===== config.mk =====
export PLATFORM = sky130hd
export DESIGN_NAME = rmp_entry_locator
export DESIGN_NICKNAME = d
export VERILOG_FILES = /design/src/rtl/rmp_loc_pkg.sv /design/src/rtl/rmp_flat_calc.sv /design/src/rtl/rmp_seg_index.sv /design/src/rtl/rmp_seg_resolve.sv /design/src/rtl/rmp_entry_locator.sv
export SDC_FILE = /design/constraint.sdc
export NUM_CORES = 1
export LEC_CHECK = 0
export BUFFER_PORTS_ARGS = -buffer_cell sky130_fd_sc_hd__buf_2
export CORE_MARGIN = 10
export CORE_UTILIZATION = 60
export CTS_CLUSTER_DIAMETER = 60
export CTS_CLUSTER_SIZE = 20
export DETAILED_ROUTE_END_ITERATION = 8
export PLACE_DENSITY = 0.83
export SETUP_SLACK_MARGIN = 0.4
export SYNTH_ARGS = -nofsm -noshare
export SYNTH_HDL_FRONTEND = slang
export SYNTH_SLANG_ARGS = --single-unit

===== constraint.sdc =====
create_clock -name clk_i -period 7.4 [get_ports clk_i]
set_input_delay 0.74 -clock clk_i [delete_from_list [all_inputs] [get_ports clk_i]]
set_output_delay 0.74 -clock clk_i [all_outputs]
set_load 0.02 [all_outputs]

===== src/rtl/rmp_loc_pkg.sv =====
package rmp_loc_pkg;
  localparam int unsigned PAGE_SH     = 12;
  localparam int unsigned ENT_SH      = 4;
  localparam int unsigned BOOK_BYTES  = 16384;
  localparam int unsigned DESC_SH     = 3;
  localparam int unsigned DESC_SLOTS  = 512;
  localparam int unsigned MAP_W       = 20;
  localparam int unsigned GB_SH       = 30;
  localparam int unsigned ALIGN_SH    = 13;
  localparam int unsigned SEGBASE_LSB = 20;

  typedef enum logic [1:0] {
    RSP_OK     = 2'd0,
    RSP_NOCOV  = 2'd1,
    RSP_CFGERR = 2'd2
  } rsp_code_e;

  typedef enum logic [2:0] {
    S_IDLE, S_FETCH, S_WAIT, S_CHECK, S_RESP
  } loc_state_e;
endpackage


===== src/rtl/rmp_flat_calc.sv =====
module rmp_flat_calc
  import rmp_loc_pkg::*;
#(
  parameter int unsigned PA_W = 52
) (
  input  logic [PA_W-1:0] base_i,
  input  logic [PA_W-1:0] end_i,
  input  logic [PA_W-1:0] pa_i,
  output logic            hit_o,
  output logic [PA_W-1:0] addr_o
);
  localparam int unsigned W  = PA_W + 2;
  localparam int unsigned PG = PA_W - PAGE_SH;

  logic [PG-1:0] page;
  logic [W-1:0]  span;
  logic [W-1:0]  need;

  assign page = pa_i[PA_W-1:PAGE_SH];
  // span goes negative (top bit set) when end precedes base
  assign span = W'(end_i) + W'(1) - W'(base_i);
  assign need = W'({page, {ENT_SH{1'b0}}}) + W'(1 << ENT_SH) + W'(BOOK_BYTES);

  assign hit_o  = !span[W-1] && (need <= span);
  assign addr_o = base_i + PA_W'(BOOK_BYTES) + PA_W'({page, {ENT_SH{1'b0}}});
endmodule


===== src/rtl/rmp_seg_index.sv =====
module rmp_seg_index
  import rmp_loc_pkg::*;
#(
  parameter int unsigned PA_W  = 52,
  parameter int unsigned CAP_W = 10
) (
  input  logic [PA_W-1:0]  pa_i,
  input  logic [5:0]       shift_i,
  input  logic [PA_W-1:0]  base_i,
  input  logic [CAP_W-1:0] cap_i,
  input  logic             cap_hard_i,
  output logic             ok_o,
  output logic [PA_W-1:0]  desc_addr_o
);
  localparam int unsigned IDX_W = $clog2(DESC_SLOTS);

  logic [PA_W-1:0] idx;
  logic            in_dir;
  logic            under_cap;

  assign idx       = pa_i >> shift_i;
  assign in_dir    = idx < PA_W'(DESC_SLOTS);
  assign under_cap = !cap_hard_i || (idx < PA_W'(cap_i));
  assign ok_o      = in_dir && under_cap;

  assign desc_addr_o = base_i + PA_W'(BOOK_BYTES)
                     + PA_W'({idx[IDX_W-1:0], {DESC_SH{1'b0}}});
endmodule


===== src/rtl/rmp_seg_resolve.sv =====
module rmp_seg_resolve
  import rmp_loc_pkg::*;
#(
  parameter int unsigned PA_W = 52
) (
  input  logic [PA_W-1:0] pa_i,
  input  logic [5:0]      shift_i,
  input  logic [PA_W-1:0] desc_i,
  output logic            hit_o,
  output logic [PA_W-1:0] addr_o
);
  localparam int unsigned CW = PA_W + GB_SH;

  logic [PA_W-1:0]  mask;
  logic [PA_W-1:0]  off;
  logic [MAP_W-1:0] mapped;
  logic [CW-1:0]    lim;
  logic [PA_W-1:0]  seg_base;

  // shift >= PA_W leaves an all-ones mask
  assign mask   = ~({PA_W{1'b1}} << shift_i);
  assign off    = pa_i & mask;
  assign mapped = desc_i[MAP_W-1:0];
  assign lim    = CW'(mapped) << GB_SH;
  assign hit_o  = (mapped != '0) && (CW'(off) < lim);

  assign seg_base = {desc_i[PA_W-1:SEGBASE_LSB], {SEGBASE_LSB{1'b0}}};
  assign addr_o   = seg_base + PA_W'({off[PA_W-1:PAGE_SH], {ENT_SH{1'b0}}});
endmodule


===== src/rtl/rmp_entry_locator.sv =====
module rmp_entry_locator
  import rmp_loc_pkg::*;
#(
  parameter int unsigned PA_W  = 52,
  parameter int unsigned CAP_W = 10
) (
  input  logic             clk_i,
  input  logic             rst_ni,
  input  logic [PA_W-1:0]  tbl_base_i,
  input  logic [PA_W-1:0]  tbl_end_i,
  input  logic             seg_mode_i,
  input  logic [5:0]       seg_shift_i,
  input  logic [CAP_W-1:0] seg_cap_i,
  input  logic             seg_cap_hard_i,
  input  logic             req_valid_i,
  output logic             req_ready_o,
  input  logic [PA_W-1:0]  req_pa_i,
  output logic             rsp_valid_o,
  input  logic             rsp_ready_i,
  output logic [1:0]       rsp_code_o,
  output logic [PA_W-1:0]  rsp_addr_o,
  output logic             rd_valid_o,
  input  logic             rd_ready_i,
  output logic [PA_W-1:0]  rd_addr_o,
  input  logic             rd_data_valid_i,
  input  logic [PA_W-1:0]  rd_data_i
);
  loc_state_e      state_q;
  logic [PA_W-1:0] pa_q;
  logic [PA_W-1:0] desc_q;
  rsp_code_e       code_q, code_d;
  logic [PA_W-1:0] addr_q, addr_d;

  logic            cfg_aligned;
  logic [PA_W-1:0] idx_pa;
  logic            idx_ok;
  logic [PA_W-1:0] desc_addr;
  logic            flat_hit, seg_hit;
  logic [PA_W-1:0] flat_addr, seg_addr;

  assign cfg_aligned = (tbl_base_i[ALIGN_SH-1:0] == '0) && (&tbl_end_i[ALIGN_SH-1:0]);
  // index path sees the live request while idle, the held one afterwards
  assign idx_pa = (state_q == S_IDLE) ? req_pa_i : pa_q;

  rmp_seg_index #(.PA_W(PA_W), .CAP_W(CAP_W)) u_idx (
    .pa_i        (idx_pa),
    .shift_i     (seg_shift_i),
    .base_i      (tbl_base_i),
    .cap_i       (seg_cap_i),
    .cap_hard_i  (seg_cap_hard_i),
    .ok_o        (idx_ok),
    .desc_addr_o (desc_addr)
  );

  rmp_flat_calc #(.PA_W(PA_W)) u_flat (
    .base_i (tbl_base_i),
    .end_i  (tbl_end_i),
    .pa_i   (pa_q),
    .hit_o  (flat_hit),
    .addr_o (flat_addr)
  );

  rmp_seg_resolve #(.PA_W(PA_W)) u_res (
    .pa_i    (pa_q),
    .shift_i (seg_shift_i),
    .desc_i  (desc_q),
    .hit_o   (seg_hit),
    .addr_o  (seg_addr)
  );

  always_comb begin
    code_d = RSP_CFGERR;
    addr_d = '0;
    if (cfg_aligned) begin
      if (!seg_mode_i) begin
        code_d = flat_hit ? RSP_OK : RSP_NOCOV;
        addr_d = flat_hit ? flat_addr : '0;
      end else if (idx_ok && seg_hit) begin
        code_d = RSP_OK;
        addr_d = seg_addr;
      end else begin
        code_d = RSP_NOCOV;
      end
    end
  end

  always_ff @(posedge clk_i or negedge rst_ni) begin
    if (!rst_ni) begin
      state_q <= S_IDLE;
      pa_q    <= '0;
      desc_q  <= '0;
      code_q  <= RSP_OK;
      addr_q  <= '0;
    end else begin
      unique case (state_q)
        S_IDLE: if (req_valid_i) begin
          pa_q    <= req_pa_i;
          state_q <= (cfg_aligned && seg_mode_i && idx_ok) ? S_FETCH : S_CHECK;
        end
        S_FETCH: if (rd_ready_i) state_q <= S_WAIT;
        S_WAIT: if (rd_data_valid_i) begin
          desc_q  <= rd_data_i;
          state_q <= S_CHECK;
        end
        S_CHECK: begin
          code_q  <= code_d;
          addr_q  <= addr_d;
          state_q <= S_RESP;
        end
        S_RESP: if (rsp_ready_i) state_q <= S_IDLE;
        default: state_q <= S_IDLE;
      endcase
    end
  end

  assign req_ready_o = (state_q == S_IDLE);
  assign rd_valid_o  = (state_q == S_FETCH);
  assign rd_addr_o   = desc_addr;
  assign rsp_valid_o = (state_q == S_RESP);
  assign rsp_code_o  = code_q;
  assign rsp_addr_o  = addr_q;
endmodule


* After elaboration in Yosys (flattened, before gate mapping)
Cells that the tools add are included.
** Storage, ports and cells
- Bits of input ports :: 232
- Logic and storage cells :: 61
- Flip-flop bits (word level) :: 161
- Output and inout bits :: 109
** Cells by class
- Equal/unequal tests :: 8
- Mux-type cells :: 15
- Reductions and logical operators :: 17
- Shifts and indexed selects :: 2
- Order comparisons :: 4
- Bitwise gates (word level) :: 2
- Add/sub/neg operators :: 8
** Operator list (count)
- $mux W52 :: 5
- $add A52 B44 Y52 :: 2
- $add A54 B15 Y54 const B :: 1
- $le A54 B54 Y1 :: 1
- $sub A54 B52 Y54 :: 1
- $add A52 B1 Y53 const B :: 1
- $add A52 B12 Y52 :: 1
- $add A52 B15 Y52 const B :: 1
- $and A52 B52 Y52 :: 1
- $lt A52 B10 Y1 :: 1
- $lt A52 B10 Y1 const B :: 1
- $lt A52 B50 Y1 :: 1
- $not A52 Y52 :: 1
- $shl A52 B6 Y52 const A :: 1
- $shr A52 B6 Y52 :: 1
- $add A44 B5 Y45 const B :: 1
- $reduce_bool A20 Y1 :: 1
- $pmux W3 S5 :: 1
- $logic_not A13 Y1 :: 1
- $reduce_and A13 Y1 :: 1
- $mux W3 :: 4
- $logic_and A1 B1 Y1 :: 7
- $eq A3 B2 Y1 const B :: 2
- $mux W2 :: 2
- 10 further kinds :: 16

* Logic depth before layout (Yosys ltp)
- Depth after elaboration :: 10
- Mapped depth :: 34
- Gate-level depth less buffers :: 31

* Hierarchy
A second synthesis with hierarchy kept.
** Unflattened totals
- Cells, all modules :: 2675
- Area total of the unflattened synthesis :: 23197.2 um^2
** Modules (own cells, without submodules)
- rmp_flat_calc :: times used 1, cells an instance 1097, area an instance 8044.0 um^2, seq. area each 0.0 um^2
- rmp_entry_locator :: times used 1, cells an instance 555, area an instance 7527.2 um^2, seq. area each 4028.9 um^2
- rmp_seg_index :: times used 1, cells an instance 625, area an instance 4992.3 um^2, seq. area each 0.0 um^2
- rmp_seg_resolve :: times used 1, cells an instance 398, area an instance 2633.8 um^2, seq. area each 0.0 um^2

* Worst setup path after synthesis
Ideal clock, no wire load.
- Kind :: input port to flip-flop
- Start :: input port tbl_end_i[3]
- End :: register addr_q[45], in the netlist rsp_addr_o[45]
- Required time :: 7.310 ns
- Stages on the path :: 33
- Arrival time :: 6.813 ns
- Slack :: 0.496 ns
- Buffers on the path :: 3
- Setup time :: 0.090 ns
- Path through :: and3_1 > and3_1 > and2_1 > nand2_1 > nor4_1 > nand3_1 > xnor2_1 > ha_1 > buf_2 > and4_1 > nand3_1 > or3_1 > a211oi_1 > a211oi_1 > nor3_2 > nor2_1 > nor2_1 > nor2_1 > xor2_1 > ha_1 > nand4_1 > or2_2 > or4_1 > nor4b_1 > o21ai_0 > nand3_1 > a31oi_1 > nand4_1 > nor4_1 > or3_1 > buf_2 > buf_2 > o221ai_1
** On the way
- Word-level cells in the longest chain between the ends :: 7
- Elaborated cells on any way between the ends :: 10
- Classes of those cells :: add/sub (2); order compare (1); mux (3); reduce/logical (4)
** Ends and longest elaborated chain
- start: declaration :: RTL line rmp_entry_locator.sv:10 : input logic [PA_W-1:0] tbl_end_i,
- $add A52 B1 Y53 :: RTL line rmp_flat_calc.sv:21 : assign span = W'(end_i) + W'(1) - W'(base_i);
- $sub A54 B52 Y54 :: RTL line rmp_flat_calc.sv:21
- $le A54 B54 Y1 / $logic_not A1 Y1 (equally long branches) :: RTL line rmp_flat_calc.sv:24 : assign hit_o = !span[W-1] && (need <= span);
- $logic_and A1 B1 Y1 :: RTL line rmp_flat_calc.sv:24
- $mux W52 :: RTL line rmp_entry_locator.sv:77 : addr_d = flat_hit ? flat_addr : '0;
- $mux W52 :: RTL line rmp_entry_locator.sv:75 : if (!seg_mode_i) begin
- $mux W52 * :: RTL line rmp_entry_locator.sv:74 : if (cfg_aligned) begin
- end signal: assignment :: RTL line rmp_entry_locator.sv:107 : addr_q <= addr_d;
- end: declaration :: RTL line rmp_entry_locator.sv:32 : logic [PA_W-1:0] addr_q, addr_d;
Every way passes the cells marked *; elsewhere a longest branch is shown, timed or not.
A chain may end at the register's enable or synchronous reset.

* Final worst setup path
- Start :: register state_q[0]
- End :: output port rd_addr_o[35]
** On the way
- Word-level cells in the longest chain between the ends :: 4
** Ends and longest elaborated chain
- start: declaration :: RTL line rmp_entry_locator.sv:28 : loc_state_e state_q;
- start signal: assignment :: RTL line rmp_entry_locator.sv:98 : state_q <= (cfg_aligned && seg_mode_i && idx_ok) ? S_FETCH : S_CHECK;
- $logic_not A3 Y1 :: RTL line rmp_entry_locator.sv:43 : assign idx_pa = (state_q == S_IDLE) ? req_pa_i : pa_q;
- $mux W52 :: RTL line rmp_entry_locator.sv:43
- $shr A52 B6 Y52 :: RTL line rmp_seg_index.sv:21 : assign idx = pa_i >> shift_i;
- $add A52 B12 Y52 :: RTL line rmp_seg_index.sv:27 : + PA_W'({idx[IDX_W-1:0], {DESC_SH{1'b0}}});
- end: declaration :: RTL line rmp_entry_locator.sv:24 : output logic [PA_W-1:0] rd_addr_o,
No other way between the ends.

==> impl_metrics.toml <==
[timing]
max_freq_mhz = 144
finalSetupViolations = 0
finalSetupTns_ps = 0
fin_crit_ps = 6950
slew_violations = 0
finalClockSkew_ps = 15.2
hold_viol = 0
timing.final.crit_share_pct = 93.9
worst_pin_slew_ps = 1060
rsz0062_at_grt = "false"
relSlewSlack_pct = 29.3

[route]
routed_wl_mm = 86.9
drtPass1Iterations = 6
antenna_left = 0
vias = 23900
drc = 0
wl_per_cell_um = 23.9
vias_per_cell = 6.58
initialDrtViolationCount = 2506

[clock_tree]
clock-root-buffer = "clkbuf_16"
htree_levels = 4
cts.sinks = 161
holdBufCountCts = 0
cts_max_path_buffers = 2
clk_latency_ps = 470
cts_tree = "yes"
cts_buffers = 17
path_clk_slew_ps = 70

[run]
maxCapViolations = 0

[synthesis]
synthCells = 2746
syn_area_per_cell_um2 = 8.26
synthArstFlopShare_pct = 100
yosys_warnings = 0
syn-num-nets = 3182
ys_ff_latch = 161
synthFlopType = "dfrtp_1"
syn_area_um2 = 22700
ys_types = 95
yosysSeqAreaShare_pct = 17.8
synth-edff-count = 0

[setup_path]
cp-end-kind = "primary output"
max_stage_delay_ps = 590
reg2reg_depth = 26
slowest_stage = "mux4_2"
required_ps = 6660
cp.arrival_ps = 6210
worstSetupStartpointType = "flop"
path_class = "flop to primary output"
path_cells = "or3_4 > inv_8 > mux4_2 > buf_4 > mux4_2 > nand2_1 > o21ai_0 > o21ai_0 > a21oi_2 > fa_1 > a21o_1 > a21oi_2 > o21bai_1 > a21oi_2 > o21bai_1 > a31o_2 > nand4_1 > or3_4 > buf_4 > nor3_1 > xnor2_1 > buf_4"
crit_fanout = 9

[global_route]
grt.overflow.total = 0
grt.total_usage_pct = 35.9
grt_max_degree = 83
antenna_found_initial = 9
grt_pass1_wl_mm = 133
first_global_vias = 23500

[cells_and_area]
drive_above_1_share_pct = 24.4
final_nets = 3540
design_area_um2 = 26300
layout_common_cells = "buf_2, nand2_1, xnor2_1"
area_growth_pct = 16.2
layout_commonest_cell = "buf_2"
fin_cells = 3637

[place]
placedCellCount = 3581
dpl_cell_area_um2 = 25300
gp_congestion = 1.03
dp_hpwl_mm = 70.8
portBuffers = 340

[min_path]
hold_class = "primary input to async pin"

[floorplan]
die_h_um = 214
core_area_um2 = 37500
num_io_pins = 341
num_rows = 71
initial_utilization_pct = 60.5
die_x_um = 214
die-area_um2 = 46000

[power]
leakagePower_nw = 12.1
ir_drop_v = 0.000205
p_per_area_nw_per_um2 = 324

[status]
run_status = "completed"
==> final timing paths <==
kind                                     from             end  slack [ps]
worst max-delay path               state_q[0]   rd_addr_o[35]         450
worst min-delay path                   rst_ni         pa_q[7]         300
worst max register to register       pa_q[19]  rsp_addr_o[43]         760
worst min register to register  rsp_addr_o[3]   rsp_addr_o[3]         490
max in group asynchronous              rst_ni      desc_q[44]        5560
min in group clk_i                rsp_ready_i      state_q[2]         470
==> routing by layer <==
layer | routed length, um | GRT usage, %
met1 | 34600 | 46.0
met2 | 39800 | 57.8
met4 | 4490 | 17.9
met3 | 8020 | 5.85
met5 | 13 | 0
==> cell type report <==
type                       instances  area [um^2]
antenna                            9         22.5
clock buffer                      18          439
clock inverter                    14          141
fill                            3052        11100
inverter                         149          567
multi-input combinational       2300        17700
sequential                       161         4030
tap                              511          639
timing repair buffer             475         2790
==> flip-flops by register name, summed over array words and instances (netlist names) <==
register,flops
desc_q,52
rsp_addr_o,52
state_q,3
pa_q,52
rsp_code_o,2
==> critical path: cells and delay by family (launching register included) <==
family	cells	cell delay [ps]
muxes	2	1110
buffers and inverters	4	660
AOI/OAI and AO/OA	9	1790
DFF	1	470
xor gates and xnor gates	1	330
and+or+nand+nor	5	890
adders and majority gates	1	480
==> cell usage after synthesis (7+ instances only) <==
| library cell | number | area share (%) |
|---|---|---|
| or3_1 | 13 | 0.36 |
| o221ai_1 | 9 | 0.35 |
| a21boi_0 | 8 | 0.26 |
| o21ai_0 | 140 | 3.1 |
| or2_2 | 10 | 0.28 |
| mux2i_1 | 89 | 3.9 |
| o21bai_1 | 28 | 0.93 |
| mux2_2 | 90 | 4.5 |
| nor2b_1 | 21 | 0.58 |
| a211oi_1 | 26 | 0.86 |
| nor4_1 | 15 | 0.41 |
| nor2_1 | 150 | 2.5 |
| clkbuf_1 | 86 | 1.4 |
| nor3_1 | 47 | 1.0 |
| and4_1 | 22 | 0.85 |
| a32oi_1 | 12 | 0.46 |
| buf_2 | 18 | 0.40 |
| ha_1 | 200 | 11 |
| mux4_2 | 49 | 4.9 |
| nand3_1 | 89 | 2.0 |
| xnor2_1 | 225 | 8.7 |
| a2111oi_0 | 8 | 0.31 |
| buf_1 | 15 | 0.25 |
| nand4_1 | 66 | 1.8 |
| o21ai_1 | 36 | 0.79 |
| o22ai_1 | 8 | 0.22 |
| a22oi_1 | 15 | 0.50 |
| a21oi_1 | 173 | 3.8 |
| o21a_1 | 12 | 0.40 |
| nand2b_1 | 22 | 0.61 |
| buf_4 | 7 | 0.23 |
| inv_1 | 146 | 2.4 |
| dfrtp_1 | 161 | 18 |
| o211a_1 | 7 | 0.31 |
| o31ai_1 | 14 | 0.46 |
| xor2_1 | 89 | 3.4 |
| a21o_1 | 96 | 3.2 |
| and2_1 | 28 | 0.77 |
| a31oi_1 | 18 | 0.50 |
| a22oi_2 | 20 | 1.1 |
| nand2_1 | 270 | 4.5 |
| o211ai_1 | 19 | 0.63 |
| and3_1 | 40 | 1.1 |
==> metrics by stage <==
| step | utilization [%] | power [mW] | hold slack, ps | setup WS [ps] |
|---|---|---|---|---|
| final | 70.3 | 8.54 | 301 | 454 |
| after global routing | 70.3 | 9.04 | 357 | 295 |
| after CTS | 69.3 | 8.25 | 327 | 381 |
| after detailed placement | 67.5 | 7.29 | 466 | -156 |
| after global placement | 67.5 | 7.11 | 463 | 32.9 |
| after floorplan | - | 5.62 | 444 | 496 |
==> timing repair <==
action,in CTS,in global routing
endpoints found under the setup margin,44,84
cloned,0,0
resized for setup,13,70
buffers inserted,4,11
pin swaps,2,11
==> cell families (layout without fill, tap and decap cells) <==
| group | after synthesis | in the layout | share of synthesized area [%] |
|---|---|---|---|
| DFF | 161 | 161 | 17.8 |
| muxes | 235 | 235 | 14.0 |
| other | 1 | 10 | 0.0165 |
| AOI/OAI and AO/OA | 721 | 721 | 21.2 |
| and+or+nand+nor | 825 | 825 | 18.1 |
| adders and majority gates | 204 | 204 | 11.4 |
| xor gates and xnor gates | 314 | 314 | 12.1 |
| buffers and inverters | 285 | 656 | 5.38 |
==> report_power, final <==
| part | internal (mW) | leakage, nW | total, mW | switching [mW] |
|---|---|---|---|---|
| registers | 1.18 | 2.02 | 1.61 | 0.430 |
| logic | 2.57 | 9.82 | 6.05 | 3.48 |
| clock network | 0.454 | 0.282 | 0.886 | 0.431 |
| total | 4.20 | 12.1 | 8.54 | 4.34 |
Note: power is estimated with default switching activity, not from simulation.
